--- src/rtl/alu_ccr_pkg.sv ---
package alu_ccr_pkg;
  typedef enum logic [4:0] {
    OP_ADD   = 5'd0,
    OP_SUB   = 5'd1,
    OP_MUL   = 5'd2,
    OP_CMP   = 5'd3,
    OP_OR    = 5'd4,
    OP_AND   = 5'd5,
    OP_XOR   = 5'd6,
    OP_SHL1  = 5'd7,
    OP_SHL8  = 5'd8,
    OP_SHR1  = 5'd9,
    OP_SHR8  = 5'd10,
    OP_ROL1  = 5'd11,
    OP_ROR1  = 5'd12,
    OP_ASR1  = 5'd13,
    OP_BSWAP = 5'd14
  } alu_op_e;

  localparam int OP_W    = 5;
  localparam int BYTE_W  = 8;
  localparam int FLAG_W  = 6;

  // Packed MSB first: gt is bit 5, zero is bit 0.
  typedef struct packed {
    logic gt;
    logic lt;
    logic ne;
    logic eq;
    logic cy;
    logic z;
  } ccr_t;
endpackage

--- src/rtl/alu_datapath.sv ---
module alu_datapath
  import alu_ccr_pkg::*;
#(
  parameter int W = 32
) (
  input  logic [W-1:0]    a,
  input  logic [W-1:0]    b,
  input  logic [OP_W-1:0] op,
  output logic [W-1:0]    res,
  output logic            cy,
  output logic            wr,
  output logic            valid
);
  localparam int NBYTES = W / BYTE_W;

  logic [W:0]   sum_ext;
  logic [W:0]   dif_ext;
  logic [W-1:0] prod;
  logic [W-1:0] swapped;

  assign sum_ext = {1'b0, a} + {1'b0, b};
  assign dif_ext = {1'b0, a} - {1'b0, b};
  assign prod    = a * b;

  for (genvar i = 0; i < NBYTES; i++) begin : g_swap
    assign swapped[i*BYTE_W +: BYTE_W] = a[(NBYTES-1-i)*BYTE_W +: BYTE_W];
  end

  always_comb begin
    res   = '0;
    cy    = 1'b0;
    wr    = 1'b1;
    valid = 1'b1;
    case (op)
      OP_ADD:   begin res = sum_ext[W-1:0]; cy = sum_ext[W]; end
      OP_SUB:   begin res = dif_ext[W-1:0]; cy = dif_ext[W]; end
      OP_CMP:   begin res = dif_ext[W-1:0]; cy = dif_ext[W]; wr = 1'b0; end
      OP_MUL:   res = prod;
      OP_OR:    res = a | b;
      OP_AND:   res = a & b;
      OP_XOR:   res = a ^ b;
      OP_SHL1:  begin res = {a[W-2:0], 1'b0}; cy = a[W-1]; end
      OP_SHL8:  begin res = {a[W-BYTE_W-1:0], {BYTE_W{1'b0}}}; cy = a[W-BYTE_W]; end
      OP_SHR1:  begin res = {1'b0, a[W-1:1]}; cy = a[0]; end
      OP_SHR8:  begin res = {{BYTE_W{1'b0}}, a[W-1:BYTE_W]}; cy = a[BYTE_W-1]; end
      OP_ROL1:  begin res = {a[W-2:0], a[W-1]}; cy = a[W-1]; end
      OP_ROR1:  begin res = {a[0], a[W-1:1]}; cy = a[0]; end
      OP_ASR1:  begin res = {a[W-1], a[W-1:1]}; cy = a[0]; end
      OP_BSWAP: res = swapped;
      default:  begin wr = 1'b0; valid = 1'b0; end
    endcase
  end
endmodule

--- src/rtl/alu_flag_gen.sv ---
module alu_flag_gen
  import alu_ccr_pkg::*;
#(
  parameter int W = 32
) (
  input  logic [W-1:0] a,
  input  logic [W-1:0] b,
  input  logic [W-1:0] res,
  input  logic         cy,
  output ccr_t         ccr
);
  always_comb begin
    ccr.z  = (res == '0);
    ccr.cy = cy;
    ccr.eq = (a == b);
    ccr.ne = (a != b);
    ccr.lt = ($signed(a) < $signed(b));
    ccr.gt = ($signed(a) > $signed(b));
  end
endmodule

--- src/rtl/alu_ccr.sv ---
module alu_ccr
  import alu_ccr_pkg::*;
#(
  parameter int W = 32
) (
  input  logic             clk,
  input  logic             rst_n,
  input  logic [W-1:0]     opa,
  input  logic [W-1:0]     opb,
  input  logic [OP_W-1:0]  op_sel,
  input  logic             flag_we,
  output logic [W-1:0]     result,
  output logic             wb_en,
  output logic [FLAG_W-1:0] flags
);
  logic [1:0] rst_pipe;
  logic       rst_n_sync;
  logic       carry;
  logic       op_valid;
  logic       ccr_load;
  ccr_t       ccr_new;
  ccr_t       ccr_d;
  ccr_t       ccr_q;

  // Reset synchronizer: asserts at once, releases after two edges.
  always_ff @(posedge clk or negedge rst_n) begin
    if (!rst_n) rst_pipe <= 2'b00;
    else        rst_pipe <= {rst_pipe[0], 1'b1};
  end
  assign rst_n_sync = rst_pipe[1];

  alu_datapath #(.W(W)) u_dp (
    .a     (opa),
    .b     (opb),
    .op    (op_sel),
    .res   (result),
    .cy    (carry),
    .wr    (wb_en),
    .valid (op_valid)
  );

  alu_flag_gen #(.W(W)) u_fg (
    .a   (opa),
    .b   (opb),
    .res (result),
    .cy  (carry),
    .ccr (ccr_new)
  );

  assign ccr_load = flag_we & op_valid;

  always_comb begin
    ccr_d = ccr_q;
    if (ccr_load) ccr_d = ccr_new;
  end

  always_ff @(posedge clk or negedge rst_n_sync) begin
    if (!rst_n_sync) ccr_q <= '0;
    else             ccr_q <= ccr_d;
  end

  assign flags = ccr_q;
endmodule

--- config.mk ---
export PLATFORM = sky130hd
export DESIGN_NAME = alu_ccr
export DESIGN_NICKNAME = d
export VERILOG_FILES = /design/src/rtl/alu_ccr_pkg.sv /design/src/rtl/alu_datapath.sv /design/src/rtl/alu_flag_gen.sv /design/src/rtl/alu_ccr.sv
export SDC_FILE = /design/constraint.sdc
export NUM_CORES = 2
export LEC_CHECK = 0
export ABC_AREA = 1
export ABC_CLOCK_PERIOD_IN_PS = 6300
export BUFFER_PORTS_ARGS = -buffer_cell sky130_fd_sc_hd__buf_2
export CAP_MARGIN = 40
export CORE_AREA = 2 2 205 207
export CTS_BUF_LIST = sky130_fd_sc_hd__clkbuf_16
export DETAILED_ROUTE_END_ITERATION = 8
export DIE_AREA = 0 0 207 209
export GPL_TIMING_DRIVEN = 1
export PLACE_DENSITY = 0.81
export SETUP_SLACK_MARGIN = 0.3
export SLEW_MARGIN = 20
export SYNTH_ARGS = -nofsm -noshare
export SYNTH_HDL_FRONTEND = slang
export SYNTH_SLANG_ARGS = --single-unit
--- constraint.sdc ---
create_clock -name clk -period 6.3 [get_ports clk]
set_input_delay 0 -clock clk [delete_from_list [all_inputs] [get_ports clk]]
set_output_delay 0 -clock clk [all_outputs]
set_load 0.1 [all_outputs]
==> run summary <==
Fraction of synthesized area in multiplexers: 0. TritonCTS built the clock tree. The share of async-settable or async-resettable flops after synthesis works out to 1.000. Detailed placement ended at an HPWL of 83030 µm. The root buffer cell chosen for the clock tree is sky130_fd_sc_hd__clkbuf_16. The clock latency at the later pin of the worst-skew pair was 0.23 ns. Setup violations remaining at the end of the flow were counted as 15. Entering global routing, the biggest net connects 30 pins.

After detailed routing, the number of vias per cell comes to 5.973. The tools report the final number of hold-violating endpoints as 0. In the layout the commonest cells are sky130_fd_sc_hd__nand2_1 (1029), sky130_fd_sc_hd__inv_1 (937), sky130_fd_sc_hd__fa_1 (381). The most common library cell in the layout ignoring fill and taps is sky130_fd_sc_hd__nand2_1. The slowest stage of the critical path belongs to the cell sky130_fd_sc_hd__fa_1.

The count of buffer and inverter cells on the critical path is 9. STA classifies the critical path endpoint as a primary output. The kind of start point of the critical path was a primary input. Growth of design area from synthesis to finish: 23.11%. The Yosys step of the flow raised 0 warnings.

The parity-gate share of the synthesized area counting xor and xnor cells came out at 0.009695. The clock arrives with 0.001928 ns of skew. For the worst setup path, the data required time is 6.30 ns. The first global-routing pass estimated 152100 µm of wire.

The final reports fail on negative setup slack. The tools report the maximum count of clock buffers along a single path as 2. The final cycle utilization of the critical path came out at 1.071.

The violation count after the first detailed-route iteration was 3424. Yosys mapped the design onto 52 distinct sky130hd cell types. The worst-case setup margin in the final layout came out at -0.4471 ns. Setup repair after global routing could not meet its margin everywhere. Synthesis inferred 8 register bits.

In this run the tool buffered the top-level ports with 110 buffer cells. The peak fanout along the critical path is 9. Combinational family with the most area after synthesis: adder cells. The floorplan row count is 75, and the per-instance average area after synthesis is 6.472 µm². The level count of the clock H-tree came out at 1. Register area share after synthesis: 0.008207.

The detail-routed net length per standard cell was 24.19 µm; the post-synthesis simple-gate area fraction was 0.2710. The worst slew margin relative to its limit came out at 0.2866. The path class of the tightest hold or removal check is reg -> async.

The run finished, with violations left. The cell count after synthesis is 3769, and the combined area of all synthesized cells is 24390 µm². After detailed routing, the total wire length is 111700 µm.

Post-route minimum period: 6.747 ns. The number of synthesized flops with an enable pin was 0; the final core area utilization was 0.7273. Fill cells in the final layout number 3096. The number of nets handed over by synthesis was 4470. The residual overflow from global routing was 0; the final max-slew violation count was 0.

Derived from the worst setup path, the maximum achievable clock frequency is 148.2 MHz. Share of final-layout standard cells stronger than drive strength 1: 0.1838. The number of antenna violations at the first check in global routing was 4; the count of max-cap constraint violations was 0. The run gives 27580 as the count of vias placed by the detailed router. The stage delay of the slowest cell on the critical path is 0.64 ns, and the number of global-route vias before repair is 26930. In this run the remaining antenna-violating nets after routing total 0. After the last flow step, the layout net total stands at 4779.

The pre-antenna-repair detailed-routing pass consisted of 7 iterations. The floorplan die width is 207 µm, and the data arrival time of the worst path is 6.75 ns. Buffers inserted during clock tree synthesis total 3. For the top-level I/O count, the log shows 111. The adder-cell area share of the yosys netlist was 0.4488; the global router's overall resource usage was 0.4595.

For the pin with the worst max-slew slack, the measured transition is 1.070 ns. In the routed design, unresolved DRC markers number 0. The full die area is 43260 µm², and the worst reg-to-reg setup slack is 5.63 ns.

The standard cell core area is 41290 µm². In the synthesized netlist the dominant register cell turns out to be sky130_fd_sc_hd__dfrtp_1. The count of clock tree sinks was 8. The initial cell density of the core came out at 0.5908. The CTS clock-pin slew for the worst setup and hold paths was 0.04 ns. The cell type group with the largest total delay on the critical path is adder cells.

The floorplan step set the die height to 209 µm. The path type of the worst setup path is in -> out. Routability-driven placement finished with a final weighted congestion of 1.120.

The cell with the most instances on the worst path was sky130_fd_sc_hd__fa_1. The fraction of the mapped netlist area in compound gates was 0.08007.
==> Yosys cell counts, types with 5 or more instances <==
library cell | n | share of area
sky130_fd_sc_hd__a211oi_1 | 6 | 0.0018
sky130_fd_sc_hd__o21bai_1 | 11 | 0.0034
sky130_fd_sc_hd__buf_6 | 5 | 0.0023
sky130_fd_sc_hd__buf_2 | 40 | 0.0082
sky130_fd_sc_hd__clkbuf_1 | 96 | 0.015
sky130_fd_sc_hd__o21ai_0 | 88 | 0.018
sky130_fd_sc_hd__nor2_1 | 219 | 0.034
sky130_fd_sc_hd__o211ai_1 | 9 | 0.0028
sky130_fd_sc_hd__inv_2 | 9 | 0.0014
sky130_fd_sc_hd__nand2_1 | 1073 | 0.17
sky130_fd_sc_hd__nand3_1 | 215 | 0.044
sky130_fd_sc_hd__nor4_1 | 6 | 0.0015
sky130_fd_sc_hd__xnor2_1 | 14 | 0.0050
sky130_fd_sc_hd__a21o_1 | 11 | 0.0034
sky130_fd_sc_hd__nand2_2 | 9 | 0.0023
sky130_fd_sc_hd__fa_1 | 410 | 0.34
sky130_fd_sc_hd__a21oi_1 | 124 | 0.025
sky130_fd_sc_hd__nor3_1 | 22 | 0.0045
sky130_fd_sc_hd__o22ai_1 | 33 | 0.0085
sky130_fd_sc_hd__o221ai_1 | 12 | 0.0043
sky130_fd_sc_hd__nor2_2 | 5 | 0.0013
sky130_fd_sc_hd__nand4_1 | 37 | 0.0095
sky130_fd_sc_hd__ha_1 | 219 | 0.11
sky130_fd_sc_hd__dfrtp_1 | 8 | 0.0082
sky130_fd_sc_hd__buf_1 | 18 | 0.0028
sky130_fd_sc_hd__nand3b_1 | 12 | 0.0037
sky130_fd_sc_hd__xor2_1 | 13 | 0.0047
sky130_fd_sc_hd__o2111ai_1 | 7 | 0.0025
sky130_fd_sc_hd__o21ai_1 | 6 | 0.0012
sky130_fd_sc_hd__inv_1 | 983 | 0.15
==> per-layer routing <==
metal / track usage / wire [µm] / vias up
met5: 0 / 33 / -
met4: 0.2961 / 12230 / 4
met3: 0.09573 / 14700 / 822
met2: 0.7251 / 47550 / 2231
met1: 0.5756 / 37200 / 12750
li1: - / - / 11780
==> path summary, 6_finish.rpt <==
kind	from	end	cells past startpoint
setup / recovery	opa[6]	result[31]	27
hold / removal	rst_pipe[1]$_DFF_PN0_	flags[1]$_DFFE_PN0P_	0
setup reg to reg	flags[5]$_DFFE_PN0P_	flags[5]$_DFFE_PN0P_	2
hold reg to reg	rst_pipe[1]$_DFF_PN0_	flags[1]$_DFFE_PN0P_	0
max in group asynchronous	rst_pipe[1]$_DFF_PN0_	flags[3]$_DFFE_PN0P_	0
min in group clk	rst_pipe[0]$_DFF_PN0_	rst_pipe[1]$_DFF_PN0_	0
==> through the flow <==
step                      area, µm²  std cells  hold WS [ns]  worst slack (ns)  setup TNS [ns]
after floorplan               24810       3769       -0.2956           -0.7929         -0.8350
after global routing          30020       4615        0.1153           -0.6495          -5.728
after detailed placement      27990       4578       -0.2144           -0.6685          -5.016
after CTS                     29040       4594       0.08768           -0.1152         -0.4800
final                         30030       4618       0.08862           -0.4471          -3.504
after global placement        27960       4576       -0.2158           -0.5521          -4.096
==> registers in the layout, summed over array words and instances, names as in the netlist <==
register / count
rst_pipe: 2
flags: 6
==> kinds of logic (layout without fill, tap and decap cells) <==
group / Yosys count / after routing
buffers and inverters: 1156 / 1463
xor gates and xnor gates: 27 / 27
adders and majority gates: 629 / 629
DFF: 8 / 8
AOI/OAI and AO/OA: 333 / 333
and+or+nand+nor: 1615 / 1615
other: 1 / 4
==> area by class of cell <==
type / instances / area, µm² / area share
flip-flops and latches: 8 / 200.2 / 0.006667
repair buffers: 468 / 4437 / 0.1478
clock buffers: 3 / 75.07 / 0.002500
diodes: 3 / 7.507 / 0.0002500
multi-input cells: 2605 / 20900 / 0.6958
inverters: 992 / 3740 / 0.1245
well taps: 539 / 674.4 / 0.02246
==> repair_timing <==
| item | CTS | global route |
|---|---|---|
| cloned | 1 | 8 |
| endpoints found under the setup margin | 22 | 23 |
| hold endpoints to repair | 2 | 0 |
| setup buffers | 11 | 13 |
| hold buffers | 1 | 0 |
| resized for setup | 234 | 196 |
| pin swaps | 71 | 114 |
Power is not shown: default switching activity piles up to over one toggle a cycle in this logic, so the estimate is an artifact.
